--- src/rtl/bcc_pkg.sv ---
package bcc_pkg;

  typedef enum logic [1:0] {
    PH_INIT = 2'd0,
    PH_IDLE = 2'd1,
    PH_ADDR = 2'd2,
    PH_DATA = 2'd3
  } phase_t;

  typedef struct packed {
    logic ext;    // external bus cycle
    logic wide;   // 16-bit cycle
    logic fetch;  // instruction fetch
    logic adv;    // strobe in address-valid mode
    logic err;    // illegal width configuration
  } cyc_attr_t;

endpackage

--- src/rtl/bcc_region_decode.sv ---
module bcc_region_decode #(
  parameter int unsigned       ADDR_W = 16,
  parameter logic [ADDR_W-1:0] WIN_LO = 'h2000,
  parameter logic [ADDR_W-1:0] WIN_HI = 'h5FFF
) (
  input  logic [ADDR_W-1:0] addr,
  input  logic              mem_sel,
  output logic              onchip
);

  logic in_window;

  always_comb begin
    in_window = (addr >= WIN_LO) && (addr <= WIN_HI);
    onchip    = mem_sel && in_window;
  end

endmodule

--- src/rtl/bcc_width_sel.sv ---
module bcc_width_sel (
  input  logic wide_en,
  input  logic narrow_en,
  input  logic pin,
  output logic wide,
  output logic illegal
);

  always_comb begin
    illegal = 1'b0;
    unique case ({wide_en, narrow_en})
      2'b11:   wide = pin;
      2'b10:   wide = 1'b1;
      2'b01:   wide = 1'b0;
      default: begin
        wide    = 1'b1;
        illegal = 1'b1;
      end
    endcase
  end

endmodule

--- src/rtl/bcc_strobe_gen.sv ---
module bcc_strobe_gen
  import bcc_pkg::*;
(
  input  phase_t    phase,
  input  cyc_attr_t attr,
  input  logic      live_mode,
  output logic      strobe,
  output logic      inst
);

  logic in_cycle;
  logic ext_active;
  logic mode_eff;

  always_comb begin
    in_cycle   = (phase == PH_ADDR) || (phase == PH_DATA);
    ext_active = in_cycle && attr.ext;
    mode_eff   = in_cycle ? attr.adv : live_mode;
    if (mode_eff) begin
      strobe = !ext_active;
    end else begin
      strobe = (phase == PH_ADDR) && attr.ext;
    end
    inst = ext_active && attr.fetch;
  end

endmodule

--- src/rtl/bus_cycle_ctrl.sv ---
module bus_cycle_ctrl
  import bcc_pkg::*;
#(
  parameter int unsigned       ADDR_W    = 16,
  parameter logic [ADDR_W-1:0] ONCHIP_LO = 'h2000,
  parameter logic [ADDR_W-1:0] ONCHIP_HI = 'h5FFF,
  parameter int unsigned       DATA_LEN  = 2
) (
  input  logic              clk,
  input  logic              rst_n,
  input  logic              req_valid,
  input  logic [ADDR_W-1:0] req_addr,
  input  logic              req_fetch,
  input  logic              ext_access_pin,
  input  logic              cfg_wide_en,
  input  logic              cfg_narrow_en,
  input  logic              cfg_strobe_mode,
  input  logic              width_pin,
  output logic              busy,
  output logic              sel_ext,
  output logic              strobe,
  output logic              inst_out,
  output logic              width16,
  output logic              cfg_err
);

  localparam int unsigned CNT_W = (DATA_LEN > 1) ? $clog2(DATA_LEN) : 1;
  localparam logic [CNT_W-1:0] CNT_LOAD = CNT_W'(DATA_LEN - 1);

  phase_t          phase_q, phase_d;
  logic [CNT_W-1:0] cnt_q, cnt_d;
  cyc_attr_t       attr_q, attr_new;
  logic            attr_en;
  logic            ea_q, ea_en;
  logic            onchip;
  logic            wide_sel, illegal;
  logic            in_cycle;

  bcc_region_decode #(
    .ADDR_W (ADDR_W),
    .WIN_LO (ONCHIP_LO),
    .WIN_HI (ONCHIP_HI)
  ) u_region (
    .addr    (req_addr),
    .mem_sel (ea_q),
    .onchip  (onchip)
  );

  bcc_width_sel u_width (
    .wide_en   (cfg_wide_en),
    .narrow_en (cfg_narrow_en),
    .pin       (width_pin),
    .wide      (wide_sel),
    .illegal   (illegal)
  );

  always_comb begin
    attr_new.ext   = !onchip;
    attr_new.wide  = onchip ? 1'b1 : wide_sel;
    attr_new.fetch = req_fetch;
    attr_new.adv   = cfg_strobe_mode;
    attr_new.err   = illegal;
  end

  // next-state logic
  always_comb begin
    phase_d = phase_q;
    cnt_d   = cnt_q;
    attr_en = 1'b0;
    ea_en   = 1'b0;
    unique case (phase_q)
      PH_INIT: begin
        ea_en   = 1'b1;
        phase_d = PH_IDLE;
      end
      PH_IDLE: begin
        if (req_valid) begin
          attr_en = 1'b1;
          phase_d = PH_ADDR;
        end
      end
      PH_ADDR: begin
        cnt_d   = CNT_LOAD;
        phase_d = PH_DATA;
      end
      PH_DATA: begin
        if (cnt_q == '0) begin
          phase_d = PH_IDLE;
        end else begin
          cnt_d = cnt_q - 1'b1;
        end
      end
      default: phase_d = PH_IDLE;
    endcase
  end

  // state registers
  always_ff @(posedge clk or negedge rst_n) begin
    if (!rst_n) begin
      phase_q <= PH_INIT;
      cnt_q   <= '0;
    end else begin
      phase_q <= phase_d;
      cnt_q   <= cnt_d;
    end
  end

  always_ff @(posedge clk or negedge rst_n) begin
    if (!rst_n) begin
      attr_q <= '0;
    end else if (attr_en) begin
      attr_q <= attr_new;
    end
  end

  always_ff @(posedge clk or negedge rst_n) begin
    if (!rst_n) begin
      ea_q <= 1'b0;
    end else if (ea_en) begin
      ea_q <= ext_access_pin;
    end
  end

  bcc_strobe_gen u_strobe (
    .phase     (phase_q),
    .attr      (attr_q),
    .live_mode (cfg_strobe_mode),
    .strobe    (strobe),
    .inst      (inst_out)
  );

  always_comb begin
    in_cycle = (phase_q == PH_ADDR) || (phase_q == PH_DATA);
    busy     = (phase_q != PH_IDLE);
    sel_ext  = in_cycle && attr_q.ext;
    width16  = in_cycle && attr_q.wide;
    cfg_err  = in_cycle && attr_q.err;
  end

endmodule

--- config.mk ---
export PLATFORM = sky130hd
export DESIGN_NAME = bus_cycle_ctrl
export DESIGN_NICKNAME = d
export VERILOG_FILES = /design/src/rtl/bcc_pkg.sv /design/src/rtl/bcc_region_decode.sv /design/src/rtl/bcc_width_sel.sv /design/src/rtl/bcc_strobe_gen.sv /design/src/rtl/bus_cycle_ctrl.sv
export SDC_FILE = /design/constraint.sdc
export NUM_CORES = 1
export LEC_CHECK = 0
export BUFFER_PORTS_ARGS = -buffer_cell sky130_fd_sc_hd__buf_2
export CAP_MARGIN = 25
export CORE_AREA = 4 4 41 43
export DETAILED_ROUTE_END_ITERATION = 12
export DIE_AREA = 0 0 45 47
export PLACE_DENSITY = 0.77
export SETUP_SLACK_MARGIN = 0.15
export SYNTH_ARGS = -nofsm -noshare
export SYNTH_HDL_FRONTEND = slang
export SYNTH_SLANG_ARGS = --single-unit
--- constraint.sdc ---
create_clock -name clk -period 1.4 [get_ports clk]
set_input_delay 0.14 -clock clk [delete_from_list [all_inputs] [get_ports clk]]
set_output_delay 0.14 -clock clk [all_outputs]
set_load 0.03 [all_outputs]
== Word-level counts from Yosys, hierarchy flattened ==
Cells that the tools add are included.

* Add/subtract/negate cells: 1
* $lt $le $gt $ge: 2
* Equality and inequality tests: 9
* Multiplexer cells: 13
* Reduce and logical (&&, ||, !) cells: 14

{| class="wikitable"
|+ Operators by type and width
! kind !! number
|-
| >= comparator 16 x 14 -> 1 bit, second input constant || 1
|-
| less-or-equal comparator 16 x 15 -> 1 bit, second input constant || 1
|-
| == test 2 bit, second input constant || 4
|-
| two-way mux 1 bit || 8
|-
| case mux 2 bit (4 select lines) || 1
|-
| logical AND 1 bit || 7
|-
| == test 2 x 1 -> 1 bit, second input constant || 2
|-
| two-way mux 2 bit || 2
|-
| inequality test 2 bit, second input constant || 2
|-
| case mux 1 bit (2 select lines) || 2
|-
| OR reduction 3 bit || 1
|-
| logical NOT 1 bit || 2
|-
| logical NOT 2 bit || 1
|-
| inequality test 2 x 1 -> 1 bit, second input constant || 1
|-
| AND reduction 2 bit || 1
|-
| nonzero test 2 bit || 1
|-
| logical OR 1 bit || 1
|-
| subtractor 1 bit, second input constant || 1
|}

* Register bits: 9
* Output and inout bits: 6

== Logic depth before layout (Yosys ltp) ==
* Depth after elaboration: 5
* Mapped depth: 5
* Mapped depth without buffers: 5

== By module ==
From an unflattened synthesis, not the netlist that was laid out.

* Cells, all modules: 46
* Area, all modules: 499.2 um2

{| class="wikitable"
|+ By module, submodules not included
! module !! instances !! cells an instance !! area an instance (um2) !! seq. area each (um2)
|-
| bus_cycle_ctrl || 1 || 37 || 432.9 || 225.2
|-
| bcc_strobe_gen || 1 || 5 || 31.3 || 0.0
|-
| bcc_region_decode || 1 || 2 || 21.3 || 0.0
|-
| bcc_width_sel || 1 || 2 || 13.8 || 0.0
|}

== Least setup slack after synthesis ==
Ideal clock, no wire load.

* Path type: flip-flop to output port
* Start: reg phase_q[0]
* End: out inst_out
* Data arrival time: 1,571 ps
* Path slack: -311 ps
* Stages on the path, launching flop included: 6
* Path buffers: 0
* Cell sequence: dfrtp_1 > inv_1 > ha_1 > nor2_1 > nor2b_1 > and2_1

* Cells in the longest elaborated chain, start to end: 4

{| class="wikitable"
|+ RTL lines
! what !! line !! RTL
|-
| from (decl) || bus_cycle_ctrl.sv:30 || <nowiki>phase_t phase_q, phase_d;</nowiki>
|-
| from (signal assigned) || bus_cycle_ctrl.sv:103 || <nowiki>phase_q <= phase_d;</nowiki>
|-
| == test 2 bit || -- ||
|-
| logical OR 1 bit (*) || -- ||
|-
| logical AND 1 bit (*) || -- ||
|-
| named net sel_ext || bus_cycle_ctrl.sv:20 || <nowiki>output logic sel_ext,</nowiki>
|-
| logical AND 1 bit (*) || bcc_strobe_gen.sv:24 || <nowiki>inst = ext_active && attr.fetch;</nowiki>
|-
| to (decl) || bus_cycle_ctrl.sv:22 || <nowiki>output logic inst_out,</nowiki>
|}

Mark *: on every way through the listed nets, which the timed path passes. The rest lies on a longest branch.

== Worst setup path after layout ==
* Start: reg phase_q[0]
* End: out strobe

* Cells in the longest elaborated chain, start to end: 5

{| class="wikitable"
|+ RTL lines
! what !! line !! RTL
|-
| == test 2 bit, on equally long branches || bcc_strobe_gen.sv:16, bcc_strobe_gen.sv:22 ||
|-
| logical OR 1 bit || bcc_strobe_gen.sv:16 || <nowiki>in_cycle = (phase == PH_ADDR) || (phase == PH_DATA);</nowiki>
|-
| logical AND 1 bit || bcc_strobe_gen.sv:17 || <nowiki>ext_active = in_cycle && attr.ext;</nowiki>
|-
| logical NOT 1 bit || bcc_strobe_gen.sv:20 || <nowiki>strobe = !ext_active;</nowiki>
|-
| two-way mux 1 bit (*) || bcc_strobe_gen.sv:19 || <nowiki>if (mode_eff) begin</nowiki>
|-
| to (decl) || bus_cycle_ctrl.sv:21 || <nowiki>output logic strobe,</nowiki>
|}

Mark *: on every way between the ends. The rest lies on a longest branch, timed or not.

==> flow_summary.json <==
{
  "finalWirelength_mm": 1.33,
  "fin_area_um2": 938,
  "clock_latency_ns": 0.26,
  "finalHoldViolCount": 0,
  "slowest_stage": "dfrtp_1",
  "grt_max_degree": 10,
  "worst_pin_slew_ns": 0.217,
  "critPathBufInv": 2,
  "routabilityCongestion": 0.703,
  "fin_nets": 108,
  "die_area_um2": 2120,
  "cts-htree-levels": 1,
  "place_ws_ns": 0.0163,
  "rows": 13,
  "drive_above_1_share_pct": 70.5,
  "fin_crit_sh_pct": 116,
  "cp_max_fo": 3,
  "drv_cap": 0,
  "grt_pass1_vias": 460,
  "synth_seq_cells": 9,
  "worstPathCellList": "inv_2 -> ha_4 -> nor2_4 -> a221o_2 -> buf_6",
  "die_width_um": 45,
  "critPathRequiredTime_ns": 1.26,
  "ff2ff_path_depth": 8,
  "finalMaxSlewViolations": 0,
  "die_y_um": 47,
  "setup_viol": 13,
  "rsz0062_at_grt": "yes",
  "cts.clk_slew.worst_paths_ns": 0.07,
  "r2r-end": "attr_q[4]$_DFFE_PN0P_",
  "fillerInstances": 79,
  "fin_ws_ns": -0.224,
  "initial_core_util_pct": 38.0,
  "placed_cell_area_um2": 668,
  "power.density_nw_per_um2": 2660,
  "end_kind": "output port",
  "synth_cell_types": 21,
  "violations": "setup timing",
  "drt-initial-drc-count": 4,
  "vias": 472,
  "slew_headroom_pct": 85.5,
  "fmax_ghz": 0.616,
  "portBuffers": 17,
  "area_growth_pct": 89.9,
  "p_leak_nw": 0.448,
  "wl_per_cell_um": 14.3,
  "cp.arrival_ns": 1.48,
  "min_from": "cfg_narrow_en",
  "drc_errors": 0,
  "dp.cells": 79,
  "fin_skew_ns": 0.00434,
  "clock-sinks": 9,
  "antenna_cells": 0,
  "hold_ws_ns": 0.0884,
  "syn_nets": 72,
  "crit_type": "flip-flop to output port",
  "r2r-start": "phase_q[1]$_DFFE_PN0P_",
  "utilization_pct": 72.1,
  "peakVddDrop_v": 0.00144,
  "cts_tree": "yes",
  "coreArea_um2": 1300,
  "first_pass_iters": 4,
  "post-route-min-period_ns": 1.62,
  "viasPerCell": 5.08,
  "grt_first_pass_wirelength_mm": 1.98,
  "cts_buffers": 3,
  "avgSynthCellArea_um2": 11.5,
  "crit_path_start_kind": "flip-flop",
  "cts_root_buffer": "clkbuf_4",
  "drt.antenna.violating_nets": 0,
  "clockBufferDepth": 2,
  "rrSetupSlack_ns": -0.21,
  "finalNonFillerCells": 93,
  "min-delay-path-class": "primary input to flip-flop",
  "antenna_found_initial": 0,
  "dp.final_hpwl_um": 853,
  "synthesis.area_um2": 494,
  "synth_cells": 43,
  "synth_warnings": 0,
  "min_path_cells": 2,
  "critPathMaxStageDelay_ns": 0.43,
  "status": "complete, but fails checks",
  "crit_family": "flip-flops",
  "pin_count": 31,
  "grt_usage_pct": 13.2,
  "min_to": "attr_q[0]$_DFFE_PN0P_",
  "grt_overflow_total": 0,
  "ys_seq_area_share_pct": 45.6
}
==> sequential cells by signal, summed over array words and instances, names as in the netlist <==
signal   flops
ea_q         1
cnt_q        1
attr_q       5
phase_q      2
==> cells in the final DEF (no fill, tap or decap), types with 2 or more instances in the layout <==
cell type and count:
nor2_1 2, xor2_1 2, clkbuf_4 3, nand2_1 2, ha_4 4, buf_4 7
dfrtp_1 8, mux2_4 5, buf_2 11, buf_6 10, buf_12 2, nor2b_4 2
==> area by class of cell <==
| cell class | count | area, um2 | share of cell area, % |
|---|---|---|---|
| sequential | 9 | 226 | 24.1 |
| inverter | 3 | 21.3 | 2.27 |
| clock buffer | 4 | 26.3 | 2.80 |
| timing repair buffer | 31 | 270 | 28.8 |
| multi-input combinational | 31 | 375 | 40.0 |
| tap | 15 | 18.8 | 2.00 |
==> logic make-up (layout without fill, tap and decap cells) <==
kind of cell	Yosys count	count (layout)	synth area share, %
simple gates	13	13	14.2
fa+ha+maj	4	4	10.1
flops	9	9	45.6
buf+inv	3	38	2.28
mux	5	5	13.7
xor+xnor	2	2	3.54
compound gates	7	7	10.6
==> layer usage <==
layer	up-vias	track usage, %	routed length [um]
met5	-	0	0
met4	0	5.26	6
met3	2	2.68	69
met2	19	24.6	742
met1	228	14.6	513
li1	223	-	-
==> metrics by stage <==
step                      total power, W  TNS, ns
final                            0.00250    -2.14
after global routing             0.00264    -2.53
after CTS                        0.00213   -0.863
after detailed placement         0.00154        0
after global placement           0.00150        0
after floorplan                  0.00124        0
==> power by group <==
part	internal (W)	switching, W	total [W]
Combinational	0.00102	0.000767	0.00178
Sequential	0.000390	0.000119	0.000508
Clock	0.000110	0.0000986	0.000209
==> how the worst max path moves through the flow <==
stage / from / to / slack (ns) / depth (start not counted)
2_1_floorplan: phase_q[0]$_DFFE_PN0P_ / inst_out / 0.05 / 5
3_3_place_gp: phase_q[0]$_DFFE_PN0P_ / strobe / 0.01 / 5
3_5_place_dp: phase_q[0]$_DFFE_PN0P_ / strobe / 0.02 / 5
4_1_cts: phase_q[0]$_DFFE_PN0P_ / strobe / -0.23 / 4
5_1_grt: phase_q[0]$_DFFE_PN0P_ / strobe / -0.26 / 5
6_report: phase_q[0]$_DFFE_PN0P_ / strobe / -0.22 / 5
==> worst reg2reg max path, cell delays in order, from the launching register on <==
cell and delay (ns):
dfrtp_2 0.44, buf_4 0.15, buf_6 0.11, buf_6 0.11
clkinv_4 0.05, ha_4 0.17, buf_12 0.12, nand2_8 0.06
mux2_4 0.30
==> what timing repair did <==
action                                  CTS  global route
hold buffers                              1             0
buffers inserted                          4             5
endpoints found under the setup margin   11            14
resized for setup                        22            13
pin swaps                                 3             3
hold endpoints to repair                  9             0
gates cloned                              0             0
==> synth_stat cells, drive strengths merged <==
cell type	count	area, um2
dfrtp	9	225
o21ai	1	5.00
and3b	1	8.76
ha	4	50.1
a221o	1	10.0
a41oi	1	8.76
nand3b	1	7.51
a21oi	1	5.00
inv	3	11.3
o31ai	1	7.51
nor2b	3	18.8
xor2	2	17.5
nor2	3	11.3
mux2	5	67.6
a21boi	1	7.51
and2	1	6.26
a22o	1	8.76
nand2	4	17.5
(Power assumes the default switching activity.)
